<file path="src/rtl/wguard.sv">
module wguard #(
  parameter int AW = 16
) (
  input  logic          clk,
  input  logic          rst_n,
  input  logic          prot_en,
  input  logic          shared_we,
  input  logic          ld_low,
  input  logic          ld_high,
  input  logic          ld_shared,
  input  logic [AW-1:0] bound_data,
  input  logic          mem_wr_i,
  input  logic [AW-1:0] mem_addr,
  output logic          mem_we_o,
  output logic          viol_irq,
  output logic [AW-1:0] viol_addr,
  input  logic          viol_clr
);
  localparam logic [AW-1:0] TOP = {AW{1'b1}};

  logic [AW-1:0] b_low, b_high, b_shared;
  logic in_win, in_shared, permit, blocked;

  always_ff @(posedge clk or negedge rst_n)
    if (!rst_n) begin
      b_low    <= '0;
      b_high   <= TOP;
      b_shared <= TOP;
    end else begin
      if (ld_low)    b_low    <= bound_data;
      if (ld_high)   b_high   <= bound_data;
      if (ld_shared) b_shared <= bound_data;
    end

  assign in_win    = (mem_addr >= b_low) && (mem_addr <= b_high);
  assign in_shared = mem_addr >= b_shared;
  assign permit    = !prot_en || in_win || (in_shared && shared_we);
  assign blocked   = mem_wr_i && !permit;
  assign mem_we_o  = mem_wr_i && permit;

  always_ff @(posedge clk or negedge rst_n)
    if (!rst_n) begin
      viol_irq  <= 1'b0;
      viol_addr <= '0;
    end else if (blocked) begin
      viol_irq <= 1'b1;
      if (!viol_irq || viol_clr) viol_addr <= mem_addr;
    end else if (viol_clr) begin
      viol_irq <= 1'b0;
    end

  a_r2_block_raises: assert property (@(posedge clk) disable iff (!rst_n)
    mem_wr_i && !mem_we_o |=> viol_irq);
  a_r6_off_passes: assert property (@(posedge clk) disable iff (!rst_n)
    !prot_en |-> mem_we_o == mem_wr_i);
  a_r7_no_req: assert property (@(posedge clk) disable iff (!rst_n)
    !mem_wr_i |-> !mem_we_o);
  a_r5_sticky: assert property (@(posedge clk) disable iff (!rst_n)
    viol_irq && !viol_clr |=> viol_irq && $stable(viol_addr));
  a_r3_window: assert property (@(posedge clk) disable iff (!rst_n)
    mem_wr_i && mem_addr >= b_low && mem_addr <= b_high |-> mem_we_o);
  a_r5_clear: assert property (@(posedge clk) disable iff (!rst_n)
    viol_clr && !(mem_wr_i && !mem_we_o) |=> !viol_irq);
endmodule

</file>
<file path="config.mk">
export PLATFORM = sky130hd
export DESIGN_NAME = wguard
export DESIGN_NICKNAME = d
export VERILOG_FILES = /design/src/rtl/wguard.sv
export SDC_FILE = /design/constraint.sdc
export NUM_CORES = 1
export LEC_CHECK = 0
export ABC_CLOCK_PERIOD_IN_PS = 4600
export BUFFER_PORTS_ARGS = -buffer_cell sky130_fd_sc_hd__buf_2
export CAP_MARGIN = 20
export CORE_UTILIZATION = 43
export DETAILED_ROUTE_END_ITERATION = 8
export GPL_TIMING_DRIVEN = 0
export MAX_ROUTING_LAYER = met4
export PLACE_DENSITY = 0.7
export SLEW_MARGIN = 30
export SYNTH_ARGS = -nofsm -noshare
export SYNTH_HDL_FRONTEND = slang
export SYNTH_SLANG_ARGS = --single-unit
</file>
<file path="constraint.sdc">
create_clock -name clk -period 4.6 [get_ports clk]
set_input_delay 0.46 -clock clk [delete_from_list [all_inputs] [get_ports clk]]
set_output_delay 0.46 -clock clk [all_outputs]
set_load 0.02 [all_outputs]
</file>
==> impl_results.md, run 1 <==
* Syn Inst Count at roughly 360
* Cell Area, Synth at around 3600 um2
* Clock sinks at between 60 and 70
* DIE WIDTH at around 94 um
* Count of cell types in the netlist at 32
* Post-DP Area at around 4100 um2
* Num ports at approximately 60
* Largest family of logic cells by synthesized area: adder cells
* Outcome: aborted with a tool error
* CTS root buffer: clkbuf_8
* Stop err: [ERROR DRT-0255] Maze Route cannot find path of net clk in worker of routeBox ( 48300 0 ) ( 93560 48300 ).
* Antenna violations before repair at 0
* Syn nets at between 400 and 500
* YS warnings at 0
* Total GRT Usage at between 20 and 25%
* Mux share of post-synthesis cell area at 6.977%
* Most area-hungry cell type in the Yosys netlist: dfstp_2
* Post-DP HPWL at about 6300 um
* Last stage: detailed routing
* Synth top area cells: dfstp_2, dfrtp_1, ha_1, o21ai_0, nand2_1
* Post-synthesis xor/xnor area fraction at 0%
* Routability cong. at roughly 0.84
* Number of flops mapped to enable cells by yosys at 0
* Simple-gate area share of the yosys netlist at 10.24%
* Cts bufs inserted at 9
* Largest net degree at the start of global routing at 50
* H-tree Lvls at 3
* Area share of fa/ha/maj cells after synthesis at around 17%
* Post-synthesis compound-gate area fraction at between 10% and 20%
* Mapped Avg Cell Area at around 10 um2
* FFs w/ async S/R, synth at 100.0%
* Seq/Total Area, Yosys at a little under half
* Clock buffer depth at 2
* Starting density of the core at between 40% and 50%
* I/O Buffers at slightly below 60
* Row count at 33
* Synth Flop Type: dfrtp_1
* Remaining Overflow, GRT at 0
* Vias in the first global route at between 2,000 and 3,000
* Top cells by count, synth: nand2_1, o21ai_0, ha_1, inv_1, dfrtp_1
* Post-CTS setup buffers at 0
* Die height at 93.56 um
* Top-area cell type share of the netlist area at 23.33%
* Most frequent cell after synthesis: nand2_1
* Seq cells post-synth at 65
* First-pass GRT wire length at approximately 14,000 um
-- layer usage --
layer  global-route usage (%)
met5                        -
met4                    7.692
met3                    5.854
met2                    36.21
met1                    26.19
-- cells by family after synthesis --
group                      after synthesis
DFF                                     65
muxes                                   19
and+or+nand+nor                         81
AOI/OAI and AO/OA                       84
buffers and inverters                   58
adders and majority gates               48
-- stage by stage --
stage               std cells  utilization [%]  setup WS [ns]
global placement          518            49.25          1.885
global route              536            51.85          1.389
CTS                       536            51.85          1.565
floorplan                 355                -          1.974
detailed placement        519            49.62          1.877
-- repair_timing --
item	in CTS	in global routing
endpoints found under the hold margin	12	0
hold buffers	1	0
gates resized for setup	0	0
==> run 2, diff against run 1 <==
- CORE_UTILIZATION: 43 -> 28
- MAX_ROUTING_LAYER: met4 -> unset
- PLACE_DENSITY: 0.7 -> unset
- PLACE_DENSITY_LB_ADDON: unset -> 0.15
==> impl_results.md, run 2 <==
* CTS tree: built
* FFs w/ async S/R, synth at 100.0% (unchanged)
* RSZ-0062 raised after global routing: no
* Num ports at 59 (unchanged)
* Most area-hungry cell type in the Yosys netlist: dfstp_2
* Vias per cell at between 4 and 5
* Largest net degree at the start of global routing at 35 (-30%)
* Clock Skew at roughly 0.0048 ns
* PD cells at 419.2 nW/um2
* Maximum clock rate at 315.6 MHz
* Slowest stage delay, CP at 0.55 ns
* Final Util at about a third
* Min Tclk post-route at 3.169 ns
* Type of origin of the critical path: flip-flop
* Synth Flop Type: dfrtp_1
* Area delta synth->final at 22.98%
* Slew Limit Headroom at 54.98%
* Design area at ~4400 um2
* Post-CTS sizing at 0 (unchanged)
* WL/cell at between 15 and 20 um
* Ratio of cells with drive above 1 in the final layout at a little under a third
* Syn nets at 444 (unchanged)
* Total GRT Usage at 15.51% (-6.5 points)
* Clock buffer depth at 2 (unchanged)
* Crit Path Category: flip-flop to primary output
* Slowest-stage cell, CP: or4_1
* Most frequent cells in the layout: buf_2, nand2_1, o21ai_0
* Slew of the pin with the lowest slew margin at just under 0.7 ns
* CTS root buffer: clkbuf_16
* FILL cells at 1,293
* Antenna violations before repair at 0 (unchanged)
* Row count at 41 (+24%)
* Final setup viols at 0
* # nets final at ~510
* Seq/Total Area, Yosys at 46.23% (unchanged)
* Worst Hold Class: primary input to async pin
* Comb pwr share at between 20% and 30%
* CTS clk-pin slew, worst paths at 0.05 ns
* Top-area cell type share of the netlist area at 23.33% (unchanged)
* WP buf/inv at 2
* Top cells by count, synth: nand2_1, o21ai_0, ha_1, inv_1, dfrtp_1
* DRC Markers at 0
* Endpoint type of the worst setup path: primary output
* Outcome: finished, final reports clean
* Vias in the first global route at 2,775 (-5.3%)
* Footprint of the multi-input gates at 1704 um2
* Dpl cells at 586 (+13%)
* Synth top area cells: dfstp_2, dfrtp_1, ha_1, o21ai_0, nand2_1
* Routability cong. at 0.7467 (-11%)
* Most common cell after layout, fill and taps aside: buf_2
* Critical-path cell list: inv_1, ha_1, nand4_1, or4_1, a32o_2, a31oi_1, buf_2
* Die height at 115.5 um (+23%)
* Setup TNS Final at 0 ns
* First-pass GRT wire length at 14,900 um (+6.1%)
* Slew Limit Fails at 0
* Clock sinks at 65 (unchanged)
* Register Area at roughly 1700 um2
* DIE WIDTH at 115.5 um (+23%)
* Max IR drop VDD at around 170 uV
* Post-DP Area at 4133 um2 (+1.9%)
* DIE AREA at 13,330 um2
* DRT Pass-1 Iters at 4
* Most frequent cell after synthesis: nand2_1
* # diodes at 0
* Seq cells post-synth at 65 (unchanged)
* Initial DRC Count at between 90 and 100
* Critical Path RT at 4.14 ns
* Worst EP arrival at about 2.7 ns
* Clock power share at about 37%
* Flop pwr share at 38.5%
* Sw Share at between 20 and 30%
* CTS Hold Bufs at 0 (-1)
* Final Hold Violating Endpoints at 0
* NetSw at about 0.00054 W
* Total core area at about 13,000 um2
* Count of cell types in the netlist at 32 (unchanged)
* Post-DP HPWL at 6990 um (+11%)
* Remaining Overflow, GRT at 0 (unchanged)
* Number of flops mapped to enable cells by yosys at 0 (unchanged)
* MaxCap Viol Count at 0
* Fin crit share at 68.89%
* Worst r2r path cells at 8
* Mapped Avg Cell Area at 10.15 um2 (unchanged)
* Fin cells at 602
* Crit-path leading delay family: simple AND/OR/NAND/NOR gates
* P_int at roughly 0.0013 W
* CP Depth at 7
* Cell Area, Synth at 3605 um2 (unchanged)
* I/O Buffers at 58 (unchanged)
* Largest fanout on the critical path at 3
* YS warnings at 0 (unchanged)
* Cts bufs inserted at 9 (unchanged)
* Post-DRT Antenna Nets at 0
* Vias at around 2,700
* Drt total wl at just over 9000 um
* H-tree Lvls at 3 (unchanged)
* Clk_lat worst skew at 0.33 ns
* Syn Inst Count at 355 (unchanged)
* Post-CTS setup buffers at 0 (unchanged)
* Leakage at between 2 and 2.5 nW
* Starting density of the core at 28.68% (-15 points)
==> run 2: cell counts after synthesis <==
Identical to the previous run, type by type.
==> run 2: path summary, 6_finish.rpt <==
check	slack, ns	from	end
max	1.43	b_high[14]$_DFFE_PN1P_	mem_we_o
min	0.08	rst_n	b_low[13]$_DFFE_PN0P_
max reg2reg	1.97	b_high[14]$_DFFE_PN1P_	viol_addr[6]$_DFFE_PN0P_
min reg2reg	0.50	viol_addr[0]$_DFFE_PN0P_	viol_addr[0]$_DFFE_PN0P_
max in group asynchronous	3.92	rst_n	b_high[6]$_DFFE_PN1P_
min in group clk	0.37	bound_data[3]	b_low[3]$_DFFE_PN0P_
==> run 2: power by group through the flow <==
stage	registers, W	clock network (W)	logic (W)
final	0.000716	0.000696	0.000446
after global routing	0.000728	0.000735	0.000502
after CTS	0.000717	0.000717	0.000455
after detailed placement	0.000726	0	0.000452
after global placement	0.000722	0	0.000447
after floorplan	0.000789	0	0.000224
==> run 2: cell families after synthesis <==
family | count (synthesis) | synth area share [%]
buf+inv | 58 | 6.491
compound gates | 84 | 13.40
fa+ha+maj | 48 | 16.66
flops | 65 | 46.23
simple gates | 81 | 10.24
mux | 19 | 6.977
==> run 2: layout make-up <==
class	instances	share of cell area, %
multi-input cells	232	38.44
well taps	172	4.855
flip-flops and latches	65	37.60
plain buffers	10	1.214
repair buffers	59	7.056
clock inverters	3	0.9032
clock buffers	13	5.871
inverters	48	4.064
==> run 2: metal layers <==
metal | track usage [%] | vias to the layer above | wire [um] | part of all wire [%]
met4 | 5.714 | 0 | 140 | 1.5
met1 | 20.90 | 1305 | 4436 | 48
met5 | 0 | - | 0 | 0
met3 | 3.504 | 14 | 482 | 5.2
li1 | - | 1351 | - | -
met2 | 24.31 | 58 | 4241 | 46
==> run 2: worst register-to-register path, stage by stage, from the launching register on <==
cell and delay, ns:
dfstp_2 0.51, inv_1 0.04, ha_1 0.30, nand4_1 0.18, or4_1 0.55, a32o_2 0.28, nand3_4 0.15, buf_12 0.18
mux2_4 0.31
==> run 2: per-stage QoR <==
| step | hold WS (ns) | setup slack, ns | total power (W) |
|---|---|---|---|
| after detailed placement | 0.4432 | 1.672 | 0.001178 |
| after global placement | 0.4827 | 1.706 | 0.001168 |
| final | 0.07835 | 1.431 | 0.001858 |
| after global routing | 0.1032 | 1.321 | 0.001965 |
| after floorplan | 0.1644 | 1.974 | 0.001013 |
| after CTS | 0.08786 | 1.408 | 0.001889 |
Power figures use the tool's default switching activity.
